==> src/rtl/evq_pkg.sv <==
package evq_pkg;
    localparam int PAGE_LSB     = 12;
    localparam int CTL_QEN_BIT  = 0;
    localparam int CTL_EVT_BIT  = 1;
    localparam int CTL_IEN_BIT  = 11;

    typedef enum logic [2:0] {
        W_RING_LO = 3'd0,
        W_RING_HI = 3'd1,
        W_BELL_LO = 3'd2,
        W_BELL_HI = 3'd3,
        W_CTRL    = 3'd4,
        W_HEAD    = 3'd5,
        W_TAIL    = 3'd6,
        W_STAT    = 3'd7
    } qword_e;
endpackage

==> src/rtl/evq_slot.sv <==
module evq_slot
    import evq_pkg::*;
#(
    parameter int PTR_W = 6
) (
    input  logic              clk,
    input  logic              rst_n,
    input  logic              wr_en,
    input  logic [2:0]        word,
    input  logic [31:0]       wdata,
    input  logic              gate_en,
    input  logic              push,
    input  logic              drop,
    output logic [51:0]       ring_pg,
    output logic [51:0]       bell_pg,
    output logic              qen,
    output logic              full,
    output logic [PTR_W-1:0]  tail,
    output logic [31:0]       rd_word,
    output logic              irq
);
    typedef struct packed {
        logic [51:0]      ring;
        logic [51:0]      bell;
        logic             qen;
        logic             evt;
        logic             ien;
        logic [PTR_W-1:0] head;
        logic [PTR_W-1:0] tail;
        logic             ovf;
    } slot_t;

    slot_t s_d, s_q;
    logic  unused_wbits;
    assign unused_wbits = ^wdata;

    always_comb begin
        s_d = s_q;
        if (push) s_d.tail = PTR_W'(s_q.tail + PTR_W'(1));
        if (wr_en) begin
            case (qword_e'(word))
                W_RING_LO: s_d.ring[19:0]  = wdata[31:12];
                W_RING_HI: s_d.ring[51:20] = wdata;
                W_BELL_LO: s_d.bell[19:0]  = wdata[31:12];
                W_BELL_HI: s_d.bell[51:20] = wdata;
                W_CTRL: begin
                    s_d.qen = wdata[CTL_QEN_BIT];
                    s_d.evt = wdata[CTL_EVT_BIT];
                    s_d.ien = wdata[CTL_IEN_BIT];
                end
                W_HEAD: s_d.head = wdata[PTR_W-1:0];
                W_STAT: if (wdata[0]) s_d.ovf = 1'b0;
                default: ;
            endcase
        end
        if (drop) s_d.ovf = 1'b1;
    end

    always_ff @(posedge clk) begin
        if (!rst_n) s_q <= '0;
        else        s_q <= s_d;
    end

    always_comb begin
        rd_word = '0;
        case (qword_e'(word))
            W_RING_LO: rd_word = {s_q.ring[19:0], 12'h000};
            W_RING_HI: rd_word = s_q.ring[51:20];
            W_BELL_LO: rd_word = {s_q.bell[19:0], 12'h000};
            W_BELL_HI: rd_word = s_q.bell[51:20];
            W_CTRL: begin
                rd_word[CTL_QEN_BIT] = s_q.qen;
                rd_word[CTL_EVT_BIT] = s_q.evt;
                rd_word[CTL_IEN_BIT] = s_q.ien;
            end
            W_HEAD: rd_word = 32'(s_q.head);
            W_TAIL: rd_word = 32'(s_q.tail);
            W_STAT: rd_word = {31'h0, s_q.ovf};
            default: ;
        endcase
    end

    assign ring_pg = s_q.ring;
    assign bell_pg = s_q.bell;
    assign qen     = s_q.qen;
    assign tail    = s_q.tail;
    assign full    = PTR_W'(s_q.tail + PTR_W'(1)) == s_q.head;
    assign irq     = s_q.qen & s_q.evt & s_q.ien & gate_en & (s_q.head != s_q.tail);
endmodule

==> src/rtl/evq_stage.sv <==
module evq_stage #(
    parameter int QW = 2
) (
    input  logic          clk,
    input  logic          rst_n,
    input  logic          load,
    input  logic [63:0]   load_addr,
    input  logic [31:0]   load_data,
    input  logic [QW-1:0] load_q,
    input  logic          mem_ready,
    output logic          mem_valid,
    output logic [63:0]   mem_addr,
    output logic [31:0]   mem_data,
    output logic          done,
    output logic [QW-1:0] done_q
);
    typedef struct packed {
        logic          valid;
        logic [63:0]   addr;
        logic [31:0]   data;
        logic [QW-1:0] qi;
    } stage_t;

    stage_t st_d, st_q;

    always_comb begin
        st_d = st_q;
        if (st_q.valid && mem_ready) st_d.valid = 1'b0;
        if (load) begin
            st_d.valid = 1'b1;
            st_d.addr  = load_addr;
            st_d.data  = load_data;
            st_d.qi    = load_q;
        end
    end

    always_ff @(posedge clk) begin
        if (!rst_n) st_q <= '0;
        else        st_q <= st_d;
    end

    assign mem_valid = st_q.valid;
    assign mem_addr  = st_q.addr;
    assign mem_data  = st_q.data;
    assign done      = st_q.valid & mem_ready;
    assign done_q    = st_q.qi;
endmodule

==> src/rtl/msi_evq_ctrl.sv <==
module msi_evq_ctrl
    import evq_pkg::*;
#(
    parameter int  NQ            = 4,
    parameter int  PTR_W         = 6,
    parameter bit  HAS_GLOBAL_EN = 1'b1,
    localparam int RAW           = $clog2(NQ * 8 + 1),
    localparam int QW            = (NQ > 1) ? $clog2(NQ) : 1
) (
    input  logic            clk,
    input  logic            rst_n,
    input  logic            reg_wr,
    input  logic [RAW-1:0]  reg_addr,
    input  logic [31:0]     reg_wdata,
    output logic [31:0]     reg_rdata,
    input  logic            db_valid,
    input  logic [63:0]     db_addr,
    input  logic [15:0]     db_data,
    output logic            db_ready,
    output logic            mem_valid,
    output logic [63:0]     mem_addr,
    output logic [31:0]     mem_data,
    input  logic            mem_ready,
    output logic [NQ-1:0]   irq
);
    logic [51:0]      ring_pg  [NQ];
    logic [51:0]      bell_pg  [NQ];
    logic [PTR_W-1:0] tail_arr [NQ];
    logic [31:0]      rd_word  [NQ];
    logic [NQ-1:0]    qen, full, push, drop, slot_wr, gen_en;
    logic             done, load, any_hit;
    logic [QW-1:0]    done_q, sel;
    logic [63:0]      load_addr;
    logic             unused_db;
    assign unused_db = ^db_addr[PAGE_LSB-1:0];

    localparam logic [RAW-1:0] GEN_ADDR = RAW'(NQ * 8);

    for (genvar g = 0; g < NQ; g++) begin : g_slot
        assign slot_wr[g] = reg_wr && (int'(reg_addr[RAW-1:3]) == g);
        assign push[g]    = done && (done_q == QW'(g));
        evq_slot #(.PTR_W(PTR_W)) u_slot (
            .clk     (clk),
            .rst_n   (rst_n),
            .wr_en   (slot_wr[g]),
            .word    (reg_addr[2:0]),
            .wdata   (reg_wdata),
            .gate_en (gen_en[g]),
            .push    (push[g]),
            .drop    (drop[g]),
            .ring_pg (ring_pg[g]),
            .bell_pg (bell_pg[g]),
            .qen     (qen[g]),
            .full    (full[g]),
            .tail    (tail_arr[g]),
            .rd_word (rd_word[g]),
            .irq     (irq[g])
        );
    end

    if (HAS_GLOBAL_EN) begin : g_gen
        logic [NQ-1:0] gen_d, gen_q;
        always_comb begin
            gen_d = gen_q;
            if (reg_wr && reg_addr == GEN_ADDR) gen_d = reg_wdata[NQ-1:0];
        end
        always_ff @(posedge clk) begin
            if (!rst_n) gen_q <= '0;
            else        gen_q <= gen_d;
        end
        assign gen_en = gen_q;
    end else begin : g_nogen
        assign gen_en = '1;
    end

    // doorbell page match, lowest queue index wins
    always_comb begin
        sel     = '0;
        any_hit = 1'b0;
        for (int q = NQ - 1; q >= 0; q--) begin
            if (qen[q] && db_addr[63:PAGE_LSB] == bell_pg[q]) begin
                sel     = QW'(q);
                any_hit = 1'b1;
            end
        end
    end

    always_comb begin
        drop = '0;
        load = 1'b0;
        if (db_valid && db_ready && any_hit) begin
            if (full[sel]) drop[sel] = 1'b1;
            else           load      = 1'b1;
        end
        load_addr = {ring_pg[sel], 12'({tail_arr[sel], 2'b00})};
    end

    evq_stage #(.QW(QW)) u_stage (
        .clk       (clk),
        .rst_n     (rst_n),
        .load      (load),
        .load_addr (load_addr),
        .load_data ({16'h0000, db_data}),
        .load_q    (sel),
        .mem_ready (mem_ready),
        .mem_valid (mem_valid),
        .mem_addr  (mem_addr),
        .mem_data  (mem_data),
        .done      (done),
        .done_q    (done_q)
    );

    assign db_ready = !mem_valid;

    always_comb begin
        reg_rdata = '0;
        if (reg_addr == GEN_ADDR) begin
            reg_rdata = 32'(gen_en);
        end else begin
            for (int q = 0; q < NQ; q++)
                if (int'(reg_addr[RAW-1:3]) == q) reg_rdata = rd_word[q];
        end
    end
endmodule

==> config.mk <==
export PLATFORM = sky130hd
export DESIGN_NAME = msi_evq_ctrl
export DESIGN_NICKNAME = d
export VERILOG_FILES = /design/src/rtl/evq_pkg.sv /design/src/rtl/evq_slot.sv /design/src/rtl/evq_stage.sv /design/src/rtl/msi_evq_ctrl.sv
export SDC_FILE = /design/constraint.sdc
export NUM_CORES = 2
export LEC_CHECK = 0
export BUFFER_PORTS_ARGS = -buffer_cell sky130_fd_sc_hd__buf_4
export CORE_ASPECT_RATIO = 0.9
export CORE_UTILIZATION = 50
export CTS_BUF_LIST = sky130_fd_sc_hd__clkbuf_2
export CTS_CLUSTER_SIZE = 14
export DETAILED_ROUTE_END_ITERATION = 10
export GPL_ROUTABILITY_DRIVEN = 0
export PLACE_DENSITY = 0.74
export SYNTH_ARGS = -nofsm -noshare
export SYNTH_HDL_FRONTEND = slang
export SYNTH_HIERARCHICAL = 1
export SYNTH_SLANG_ARGS = --single-unit
==> constraint.sdc <==
create_clock -name clk -period 6.5 [get_ports clk]
set_clock_uncertainty 0.05 [all_clocks]
set_input_delay 1.3 -clock clk [delete_from_list [all_inputs] [get_ports clk]]
set_output_delay 1.3 -clock clk [all_outputs]
set_load 0.05 [all_outputs]
==> flow_metrics.py <==
metrics = {
    "outcome": {
        "outcome": "complete, no violations",
    },
    "timing": {
        "final-setup-viol-count": 0,
        "maxSlewViolCount": 0,
        "post-route-period-util": 0.814,
        "final-hold-violation-count": 0,
        "finalHoldWorstSlack_ns": 0.184,
        "fin_setup_tns_ns": 0,
        "relSlewSlack": 0.0844,
        "fmax_mhz": 189,
        "rsz0062_at_grt": "false",
        "tightest_slew_ns": 1.37,
        "worst_slack_ns": 1.21,
        "period_minus_slack_ns": 5.29,
    },
    "logic_synthesis": {
        "synthAdderAreaFrac": 0.00142,
        "yosysSeqAreaShare": 0.331,
        "synth_edf_count": 0,
        "synth_top_cell_by_area": "dfxtp_1",
        "synth_warnings": 6,
        "synthSimpleGateAreaFrac": 0.190,
        "synth.distinct_cells": 65,
        "synth_area_per_cell_um2": 8.80,
        "synth_top_family_by_area": "simple AND/OR/NAND/NOR gates",
        "synthArstFlopShare": 0,
        "synth_compound_area_frac": 0.155,
        "synth_mux_area_frac": 0.125,
        "yosysMostFrequentCell": "nand2_1",
        "ys_ff_latch": 583,
        "synth_common_cells": "nand2_1 (898), dfxtp_1 (583), buf_4 (485), a21boi_1 (279), nor2b_1 (273)",
        "post-synth-top-area-fraction": 0.331,
        "netlist_area_um2": 35300,
        "syn_inst": 4012,
        "synth_flop_cell": "dfxtp_1",
        "synth.area.top_cells": "dfxtp_1 (33%), buf_4 (10%), nand2_1 (9.5%), mux4_2 (7.1%), a21boi_1 (5.9%)",
        "synth_xor_xnor_area_share": 0.0568,
    },
    "cts": {
        "cts_tree": "done",
        "ctsResizeCount": 0,
        "clk_latency_ns": 1.38,
        "cts_hold_buf": 14,
        "clk_pin_slew_ns": 0.10,
        "clk_path_buf_depth": 3,
        "cts_sinks": 583,
        "htree_levels": 4,
        "cts_buffers": 158,
        "cts_root_buf": "clkbuf_2",
        "post_cts_buffers": 0,
    },
    "critical_path": {
        "worst_path_max_delay_cell": "clkbuf_8",
        "critPathTopFamily": "buffers and inverters",
        "required_ns": 5.15,
        "path_cells": "clkbuf_8, buf_4, mux2i_1, o21ai_0, a22o_1, mux4_2, inv_1, o21ai_0, buf_4",
        "path_max_fanout": 73,
        "endpoint_kind": "output port",
        "max_stage_delay_ns": 0.54,
        "rr_worst_depth": 10,
        "critPathBufInv": 4,
        "crit_type": "in -> out",
        "critical_path_depth": 9,
        "crit_arrival_ns": 3.94,
        "start_kind": "primary input",
    },
    "pwr": {
        "clockPowerShare": 0.399,
        "power.density_nw_per_um2": 193,
        "leakagePower_nw": 13.1,
        "internal-power_mw": 4.91,
        "swShare": 0.288,
        "p_comb_frac": 0.080,
        "seq_power_share": 0.521,
        "switchingPower_mw": 1.99,
        "ir_worst_vdd_mv": 0.134,
        "fin_total_pwr_mw": 6.90,
    },
    "drt": {
        "via_count": 28800,
        "routed_via_density": 5.94,
        "ant_nets": 0,
        "drtIter0Drc": 3668,
        "avgRoutedWirePerCell_um": 24.4,
        "dr.pass1.iters": 6,
        "wl_mm": 118,
        "drcViolationCount": 0,
    },
    "cells_and_area": {
        "area_delta_synth_final_pct": 1.25,
        "fill_cells": 6610,
        "num-nets-final": 3913,
        "drive_above_1_share": 0.178,
        "finalNonFillerCells": 4848,
    },
    "global_routing": {
        "overflow": 0,
        "grt_max_degree": 181,
        "grtUsageTotal": 0.324,
        "antenna_found_initial": 25,
        "grt_pass1_vias": 26100,
        "grt_pass1_wl_mm": 171,
    },
    "placed_design": {
        "dp_slack_ns": 1.20,
        "placedCellCount": 4552,
        "port_buffers": 244,
        "dp_hpwl_mm": 78.7,
    },
    "floorplanning": {
        "io_pins": 257,
        "die-width_um": 282,
        "die_area_um2": 71700,
        "die_h_um": 254,
        "core_area_um2": 70000,
        "start_util": 0.504,
        "row_count": 92,
    },
    "hold_path": {
        "hold_path_class": "in -> reg",
        "whs_path_depth": 3,
    },
    "run": {
        "max_cap_viol_count": 0,
    },
}
-- power groups by stage --
| stage | logic [mW] | clock network (mW) | registers [mW] |
|---|---|---|---|
| 2_1_floorplan | 0.315 | 0 | 3.67 |
| 3_3_place_gp | 0.524 | 0 | 3.68 |
| 3_5_place_dp | 0.526 | 0 | 3.68 |
| 4_1_cts | 0.534 | 2.80 | 3.59 |
| 5_1_grt | 0.568 | 2.99 | 3.60 |
| 6_report | 0.553 | 2.76 | 3.59 |
-- per-stage QoR --
stage / utilization / area [um2]
after floorplan: - / 35400
after global placement: 0.488 / 34100
final: 0.511 / 35700
after global routing: 0.511 / 35700
after detailed placement: 0.488 / 34100
after CTS: 0.510 / 35700
-- layout make-up --
type	instances	area (um2)	area share
multi-input cells	2698	18800	0.526
clock buffers	236	1180	0.0330
well taps	940	1180	0.0329
inverters	32	120	0.00336
diodes	10	25.0	0.000700
flip-flops and latches	583	11700	0.327
repair buffers	313	2500	0.0700
clock inverters	36	273	0.00763
-- worst min-delay path, cell delays in order --
cell      delay [ns]
buf_4           0.15
nand2_1         0.06
a21boi_1        0.05
-- cell usage in the layout, fill, tap and decap left out, drive strengths merged, types with 9 or more instances in the layout --
cell,synthesis,final
dlygate4sd3,0,14
dfxtp,583,583
clkbuf,116,237
a21boi,478,478
nand2,898,898
mux2i,190,190
xnor2,158,158
diode,0,10
a22o,84,84
buf,604,298
nor3,17,17
o21ai,37,37
nor2b,277,277
nand3,24,24
xor2,71,71
and3,14,14
inv,32,36
a211o,58,58
nand2b,29,29
a31oi,9,9
conb,1,22
and2,33,33
clkinv,0,24
nor2,29,29
mux4,112,112
nand4,51,51
nor4,24,24
a21oi,11,11
-- worst paths after layout --
check | slack [ns] | end | from
min | 0.18 | g_slot[0].u_slot/ring_pg[28]$_SDFFE_PN0P_ | reg_wdata[8]
max reg2reg | 2.02 | u_stage/mem_addr[30]$_SDFFE_PN0P_ | g_slot[3].u_slot/bell_pg[44]$_SDFFE_PN0P_
min reg2reg | 0.42 | g_slot[0].u_slot/ring_pg[41]$_SDFFE_PN0P_ | g_slot[0].u_slot/ring_pg[41]$_SDFFE_PN0P_
max | 1.21 | reg_rdata[3] | reg_addr[1]
-- per-layer routing --
layer,global-route usage,vias to the layer above,part of all wire
met1,0.418,13600,0.38
met5,0,-,0.0015
met4,0.168,28,0.049
met3,0.118,415,0.14
li1,-,12800,-
met2,0.469,1987,0.43
-- flip-flops by register name, summed over array words and instances (netlist names) --
| register | cells |
|---|---|
| u_stage/mem_addr | 64 |
| u_stage/mem_valid | 1 |
| g_gen.gen_q | 4 |
| u_stage/mem_data | 32 |
| g_slot.u_slot/tail | 24 |
| u_stage/done_q | 2 |
| g_slot.u_slot/s_q | 36 |
| g_slot.u_slot/ring_pg | 208 |
| g_slot.u_slot/qen | 4 |
| g_slot.u_slot/bell_pg | 208 |
-- kinds of logic after synthesis --
| group | count (synthesis) |
|---|---|
| AOI/OAI and AO/OA | 718 |
| xor gates and xnor gates | 229 |
| adders and majority gates | 4 |
| buffers and inverters | 752 |
| DFF | 583 |
| muxes | 302 |
| other | 1 |
| and+or+nand+nor | 1423 |
Note: power is estimated with default switching activity, not from simulation.
